[config.mk]
export PLATFORM = sky130hd
export DESIGN_NAME = pulse_meter
export DESIGN_NICKNAME = d
export VERILOG_FILES = /design/src/rtl/pm_pkg.sv /design/src/rtl/pm_rst_sync.sv /design/src/rtl/pm_sync_edge.sv /design/src/rtl/pm_counter.sv /design/src/rtl/pm_limit_chk.sv /design/src/rtl/pm_flags.sv /design/src/rtl/pulse_meter.sv
export SDC_FILE = /design/constraint.sdc
export NUM_CORES = 1
export LEC_CHECK = 0
export ABC_AREA = 1
export CAP_MARGIN = 20
export CORE_MARGIN = 5
export CORE_UTILIZATION = 60
export DETAILED_ROUTE_END_ITERATION = 8
export DONT_BUFFER_PORTS = 1
export PLACE_DENSITY = 0.83
export SKIP_CTS_REPAIR_TIMING = 1
export SLEW_MARGIN = 20
export SYNTH_ARGS = -nofsm -noshare
export SYNTH_HDL_FRONTEND = slang
export SYNTH_SLANG_ARGS = --single-unit
[constraint.sdc]
create_clock -name clk -period 3.8 [get_ports clk]
set_input_delay 0.76 -clock clk [delete_from_list [all_inputs] [get_ports clk]]
set_output_delay 0.76 -clock clk [all_outputs]
set_load 0.02 [all_outputs]
[src/rtl/pm_pkg.sv]
package pm_pkg;
  localparam int NFLAG     = 6;
  localparam int F_POVR    = 0;
  localparam int F_PUND    = 1;
  localparam int F_WOVR    = 2;
  localparam int F_WUND    = 3;
  localparam int F_CMP     = 4;
  localparam int F_CAP     = 5;
  localparam int NLIM      = 2;   // index 0 period, 1 width
  localparam int LIM_PER   = 0;
  localparam int LIM_WID   = 1;
endpackage

[src/rtl/pm_rst_sync.sv]
module pm_rst_sync #(
  parameter int STAGES = 2
) (
  input  logic clk,
  input  logic rst_n,
  output logic rst_sync_n
);
  logic [STAGES-1:0] sh_q;
  logic [STAGES-1:0] sh_d;

  always_comb sh_d = {sh_q[STAGES-2:0], 1'b1};

  always_ff @(posedge clk or negedge rst_n) begin
    if (!rst_n) sh_q <= '0;
    else        sh_q <= sh_d;
  end

  assign rst_sync_n = sh_q[STAGES-1];
endmodule

[src/rtl/pm_sync_edge.sv]
module pm_sync_edge #(
  parameter int STAGES = 2
) (
  input  logic clk,
  input  logic rst_n,
  input  logic sig_i,
  output logic rise_o,
  output logic fall_o
);
  logic [STAGES-1:0] sh_q;
  logic [STAGES-1:0] sh_d;
  logic              prev_q;
  logic              lvl;

  always_comb sh_d = {sh_q[STAGES-2:0], sig_i};
  assign lvl = sh_q[STAGES-1];

  always_ff @(posedge clk or negedge rst_n) begin
    if (!rst_n) begin
      sh_q   <= '0;
      prev_q <= 1'b0;
    end else begin
      sh_q   <= sh_d;
      prev_q <= lvl;
    end
  end

  assign rise_o = lvl & ~prev_q;
  assign fall_o = ~lvl & prev_q;
endmodule

[src/rtl/pm_counter.sv]
module pm_counter #(
  parameter int W = 16
) (
  input  logic         clk,
  input  logic         rst_n,
  input  logic         run_i,
  input  logic         hold_i,
  input  logic         restart_i,
  input  logic         sat_i,
  output logic [W-1:0] cnt_o
);
  logic [W-1:0] cnt_q;
  logic [W-1:0] cnt_d;

  always_comb begin
    cnt_d = cnt_q;
    if (!run_i)                    cnt_d = '0;
    else if (hold_i)               cnt_d = cnt_q;
    else if (restart_i)            cnt_d = W'(1);
    else if (sat_i && &cnt_q)      cnt_d = cnt_q;
    else                           cnt_d = cnt_q + W'(1);
  end

  always_ff @(posedge clk or negedge rst_n) begin
    if (!rst_n) cnt_q <= '0;
    else        cnt_q <= cnt_d;
  end

  assign cnt_o = cnt_q;
endmodule

[src/rtl/pm_limit_chk.sv]
module pm_limit_chk #(
  parameter int W = 16
) (
  input  logic [W-1:0] cnt_i,
  input  logic         track_i,
  input  logic         latch_i,
  input  logic [W-1:0] max_i,
  input  logic [W-1:0] min_i,
  output logic         over_o,
  output logic         under_o
);
  logic run_over;
  logic rec_over;
  logic rec_under;

  always_comb begin
    run_over  = track_i && (cnt_i > max_i);
    rec_over  = latch_i && (cnt_i > max_i);
    rec_under = latch_i && (cnt_i < min_i);
    over_o    = run_over | rec_over;
    under_o   = rec_under;
  end
endmodule

[src/rtl/pm_flags.sv]
module pm_flags #(
  parameter int N = 6
) (
  input  logic         clk,
  input  logic         rst_n,
  input  logic [N-1:0] set_i,
  input  logic [N-1:0] clr_i,
  output logic [N-1:0] flags_o
);
  logic [N-1:0] fl_q;
  logic [N-1:0] fl_d;

  always_comb begin
    for (int i = 0; i < N; i++) begin
      if (set_i[i])      fl_d[i] = 1'b1;
      else if (clr_i[i]) fl_d[i] = 1'b0;
      else               fl_d[i] = fl_q[i];
    end
  end

  always_ff @(posedge clk or negedge rst_n) begin
    if (!rst_n) fl_q <= '0;
    else        fl_q <= fl_d;
  end

  assign flags_o = fl_q;
endmodule

[src/rtl/pulse_meter.sv]
module pulse_meter
  import pm_pkg::*;
#(
  parameter int W    = 16,
  parameter int SYNC = 2
) (
  input  logic             clk,
  input  logic             rst_n,
  input  logic             start_i,
  input  logic             cyc_mode_i,
  input  logic             edge_sel_i,
  input  logic             pol_i,
  input  logic             stop_err_i,
  input  logic             sig_i,
  input  logic [W-1:0]     cmp_i,
  input  logic [W-1:0]     per_max_i,
  input  logic [W-1:0]     per_min_i,
  input  logic [W-1:0]     wid_max_i,
  input  logic [W-1:0]     wid_min_i,
  input  logic [NFLAG-1:0] clr_i,
  output logic [W-1:0]     cnt_o,
  output logic [W-1:0]     cap_o,
  output logic [W-1:0]     period_o,
  output logic [W-1:0]     width_o,
  output logic [NFLAG-1:0] flags_o
);
  logic rst_q_n;
  logic rise, fall;
  logic halt, go;
  logic rise_ev, fall_ev, cap_ev, cmp_ev;
  logic per_latch, wid_latch;
  logic cap_rising;
  logic [W-1:0] cnt;
  logic [NFLAG-1:0] flags, flag_set;
  logic [NLIM-1:0] lim_track, lim_latch, lim_over, lim_under;
  logic [NLIM-1:0][W-1:0] lim_max, lim_min;

  logic armed_q, armed_d;
  logic hi_q, hi_d;
  logic [W-1:0] cap_q, cap_d;
  logic [W-1:0] per_q, per_d;
  logic [W-1:0] wid_q, wid_d;

  pm_rst_sync #(.STAGES(2)) u_rst (
    .clk(clk), .rst_n(rst_n), .rst_sync_n(rst_q_n)
  );

  pm_sync_edge #(.STAGES(SYNC)) u_edge (
    .clk(clk), .rst_n(rst_q_n), .sig_i(sig_i), .rise_o(rise), .fall_o(fall)
  );

  // halt only in cycle mode, only on limit flags
  always_comb begin
    halt       = start_i & cyc_mode_i & stop_err_i &
                 (flags[F_POVR] | flags[F_PUND] | flags[F_WOVR] | flags[F_WUND]);
    go         = start_i & ~halt;
    rise_ev    = go & cyc_mode_i & rise;
    fall_ev    = go & cyc_mode_i & fall;
    per_latch  = rise_ev & armed_q;
    wid_latch  = fall_ev & hi_q;
    cap_rising = edge_sel_i ^ pol_i;
    cap_ev     = go & ~cyc_mode_i & (cap_rising ? rise : fall);
    cmp_ev     = go & ~cyc_mode_i & (cnt == cmp_i);
  end

  pm_counter #(.W(W)) u_cnt (
    .clk(clk), .rst_n(rst_q_n), .run_i(start_i), .hold_i(halt),
    .restart_i(rise_ev), .sat_i(cyc_mode_i), .cnt_o(cnt)
  );

  always_comb begin
    lim_track[LIM_PER] = go & cyc_mode_i & armed_q;
    lim_latch[LIM_PER] = per_latch;
    lim_max[LIM_PER]   = per_max_i;
    lim_min[LIM_PER]   = per_min_i;
    lim_track[LIM_WID] = go & cyc_mode_i & hi_q;
    lim_latch[LIM_WID] = wid_latch;
    lim_max[LIM_WID]   = wid_max_i;
    lim_min[LIM_WID]   = wid_min_i;
  end

  for (genvar k = 0; k < NLIM; k++) begin : g_lim
    pm_limit_chk #(.W(W)) u_chk (
      .cnt_i(cnt), .track_i(lim_track[k]), .latch_i(lim_latch[k]),
      .max_i(lim_max[k]), .min_i(lim_min[k]),
      .over_o(lim_over[k]), .under_o(lim_under[k])
    );
  end

  always_comb begin
    flag_set         = '0;
    flag_set[F_POVR] = lim_over[LIM_PER];
    flag_set[F_PUND] = lim_under[LIM_PER];
    flag_set[F_WOVR] = lim_over[LIM_WID];
    flag_set[F_WUND] = lim_under[LIM_WID];
    flag_set[F_CMP]  = cmp_ev;
    flag_set[F_CAP]  = cap_ev;
  end

  pm_flags #(.N(NFLAG)) u_flags (
    .clk(clk), .rst_n(rst_q_n), .set_i(flag_set), .clr_i(clr_i), .flags_o(flags)
  );

  // next-state for measurement state and result registers
  always_comb begin
    armed_d = armed_q;
    hi_d    = hi_q;
    if (!start_i || !cyc_mode_i) begin
      armed_d = 1'b0;
      hi_d    = 1'b0;
    end else if (rise_ev) begin
      armed_d = 1'b1;
      hi_d    = 1'b1;
    end else if (fall_ev) begin
      hi_d    = 1'b0;
    end
    cap_d = cap_ev    ? cnt : cap_q;
    per_d = per_latch ? cnt : per_q;
    wid_d = wid_latch ? cnt : wid_q;
  end

  always_ff @(posedge clk or negedge rst_q_n) begin
    if (!rst_q_n) begin
      armed_q <= 1'b0;
      hi_q    <= 1'b0;
      cap_q   <= '0;
      per_q   <= '0;
      wid_q   <= '0;
    end else begin
      armed_q <= armed_d;
      hi_q    <= hi_d;
      cap_q   <= cap_d;
      per_q   <= per_d;
      wid_q   <= wid_d;
    end
  end

  assign cnt_o    = cnt;
  assign cap_o    = cap_q;
  assign period_o = per_q;
  assign width_o  = wid_q;
  assign flags_o  = flags;
endmodule

==> reports/qor.txt <==
Async S/R FF share, synth = 100%
layout cell share with drive strength beyond 1 = 7.49%
Max-Cap Viols = 0
n_diodes = 0
Final period util = 64.6%
Worst Path Max Fanout = 20
Yosys cell types = 33
Worst IR Drop VDD = 0.000217 V
post-synth top area cell = dfrtp_1
final setup vio count = 0
synthesized net count = 849
initial core utilization = 60.8%
clk_skew = 0.00499 ns
share of the yosys chip area belonging to registers = 36.9%
Routed WL per cell = 17.0 µm
WL final = 13700 µm
DPL Wire Length = 10400 µm
Die H = 103 µm
status = completed
Setup crit start kind = register
DR vias/cell = 5.67
DIE WIDTH = 103 µm
Critical Path Most Common Cell = nand2_2
# IOs = 164
synthesis-to-layout area growth = 5.39%
most area-consuming cells after synthesis = dfrtp_1, ha_1, nand2_1
most common cell in the synthesized netlist = nand2_1
post-route ant nets = 0
TritonCTS clock tree = yes
H-Tree Depth = 3
# clock sinks = 77
Rows = 34
Worst R2R Path Depth = 10
Final min period = 2.45 ns
Post-synth EDFFs = 0
clock-pin slew on the worst setup and hold paths = 0.08 ns
hold_ws = 0.0881 ns
slowest cell delay on critical path = 0.65 ns
Placeable Area = 8590 µm²
drt pass-1 iters = 6
post-layout util = 64.1%
slowest stage cell, crit path = dfrtp_1
Leakage = 0.00298 µW
global-route wire length before repair = 21600 µm
critical-path cell list = ha_1 > nand2_2 > nor2_4 > nand2_2 > nor2_2 > nand2_1 > nand2_2 > nand2_2 > nand2_2 > o21ai_2
die area = 10700 µm²
via count = 4545
Syn Area/Cell = 7.55 µm²
Synth Cell Area = 5230 µm²
initial antenna violation count = 0
r2r setup slk = 1.35 ns
CP required = 4.03 ns
WP data arrival = 2.68 ns
vias in the first global route = 4580
largest net degree at the start of global routing = 76
Critical Path End Type = register
unrepaired setup endpoints after global routing = false
Post-synth top cells = nand2_1, inv_1, dfrtp_1, ha_1, o21ai_0
Yosys top cell area share = 36.9%
fmax = 408 MHz
Crit Path Class = reg -> reg
PwrDens = 316 nW/µm²
worst-margin pin slew = 0.956 ns
synthesized instance count = 692
tightest slew margin relative to the limit = 36.1%
Synth Register Bits = 77
clk buf depth = 2
drc violations = 0
worst hold path class = in -> async
Post-synth top flop = dfrtp_1
YS warnings = 0
total gr overflow = 0
Clk Latency, worst-skew pair = 0.36 ns
NumNets Final = 846
R2R Path Start = u_cnt.cnt_o[1]$_DFFE_PN0P_
DRT iter0 DRCs = 234
pins over their slew limit = 0
Final GP Congestion = 0.941
Final Hold Viols = 0
TNS Setup = 0 ns
CTS Buf Count = 9
Critical R2R Capture = u_cnt.cnt_o[3]$_DFFE_PN0P_
gr usage total = 26.0%
PortBufs = 0
CTS Root Cell = clkbuf_8
==> where the power goes <==
part	internal (µW)	switching [µW]	total, µW
registers	843	66.1	909
clock network	376	314	689
logic	55.3	88.0	143
==> stage by stage <==
step | cells | power (µW) | instance area [µm²] | worst slack (ns)
2_1_floorplan | 692 | 1030 | 5230 | 1.50
3_3_place_gp | 785 | 1060 | 5270 | 1.41
3_5_place_dp | 785 | 1070 | 5270 | 1.27
4_1_cts | 801 | 1750 | 5490 | 1.33
5_1_grt | 802 | 1820 | 5510 | 1.16
6_report | 802 | 1740 | 5510 | 1.35
==> kinds of logic after synthesis <==
logic type | after synthesis | share of synthesized area, %
buffers and inverters | 123 | 9.58
AO/OA/AOI/OAI | 106 | 11.1
XOR/XNOR | 11 | 1.84
AND/OR/NAND/NOR | 311 | 25.5
adder cells (fa/ha/maj) | 63 | 15.1
flip-flops | 77 | 36.9
other | 1 | 0.0718
==> per-layer routing <==
layer / share of wire [%] / track usage (%) / wire length, µm / vias up
met2: 52 / 45.7 / 7120 / 173
met1: 39 / 31.4 / 5330 / 2144
met5: 0 / 0 / 0 / -
met4: 1.2 / 7.37 / 162 / 0
li1: - / - / - / 2211
met3: 7.6 / 6.71 / 1040 / 17
==> how the worst max path moves through the flow <==
stage | startpoint | to | slack, ns | cells after the start
final | u_cnt.cnt_o[1]$_DFFE_PN0P_ | u_cnt.cnt_o[3]$_DFFE_PN0P_ | 1.35 | 10
after floorplan | u_rst.sh_q[1]$_DFF_PN0_ | armed_q$_DFFE_PN0P_ | 1.50 | 0
after global routing | u_cnt.cnt_o[1]$_DFFE_PN0P_ | u_cnt.cnt_o[5]$_DFFE_PN0P_ | 1.16 | 10
after CTS | u_cnt.cnt_o[1]$_DFFE_PN0P_ | u_cnt.cnt_o[3]$_DFFE_PN0P_ | 1.33 | 10
after global placement | pol_i | cap_o[10]$_DFFE_PN0P_ | 1.41 | 5
after detailed placement | start_i | width_o[0]$_DFFE_PN0P_ | 1.27 | 5
==> cell type report <==
| cell class | count | area (µm²) |
|---|---|---|
| well taps | 108 | 135 |
| inverters | 108 | 405 |
| multi-input cells | 492 | 2800 |
| fillers | 790 | 3090 |
| flip-flops and latches | 77 | 1930 |
| clock buffers | 10 | 128 |
| repair buffers | 1 | 11.3 |
| clock inverters | 6 | 93.8 |
==> critical path: cells and delay by family, from the launching register on <==
family	cells	cell delay, ns
AOI/OAI and AO/OA	1	0.06
adders and majority gates	1	0.30
DFF	1	0.65
and+or+nand+nor	8	1.32
==> state kept, by name, summed over array words and instances, names as in the netlist <==
name	count
period_o	16
cap_o	16
u_rst.sh_q	2
hi_q	1
u_edge.prev_q	1
u_edge.sh_q	2
width_o	16
armed_q	1
u_cnt.cnt_o	16
u_flags.flags_o	6
==> placed cells by master, fill, tap and decap left out, types with 9 or more instances in the layout <==
cell type	instances
nand2_2	12
clkbuf_8	9
o21ai_0	47
dfrtp_1	76
nand4_1	12
nand2_1	184
o21ai_1	14
nand3_1	40
ha_1	63
inv_1	104
nor2_1	46
a21oi_1	29
Note: power is estimated with default switching activity, not from simulation.
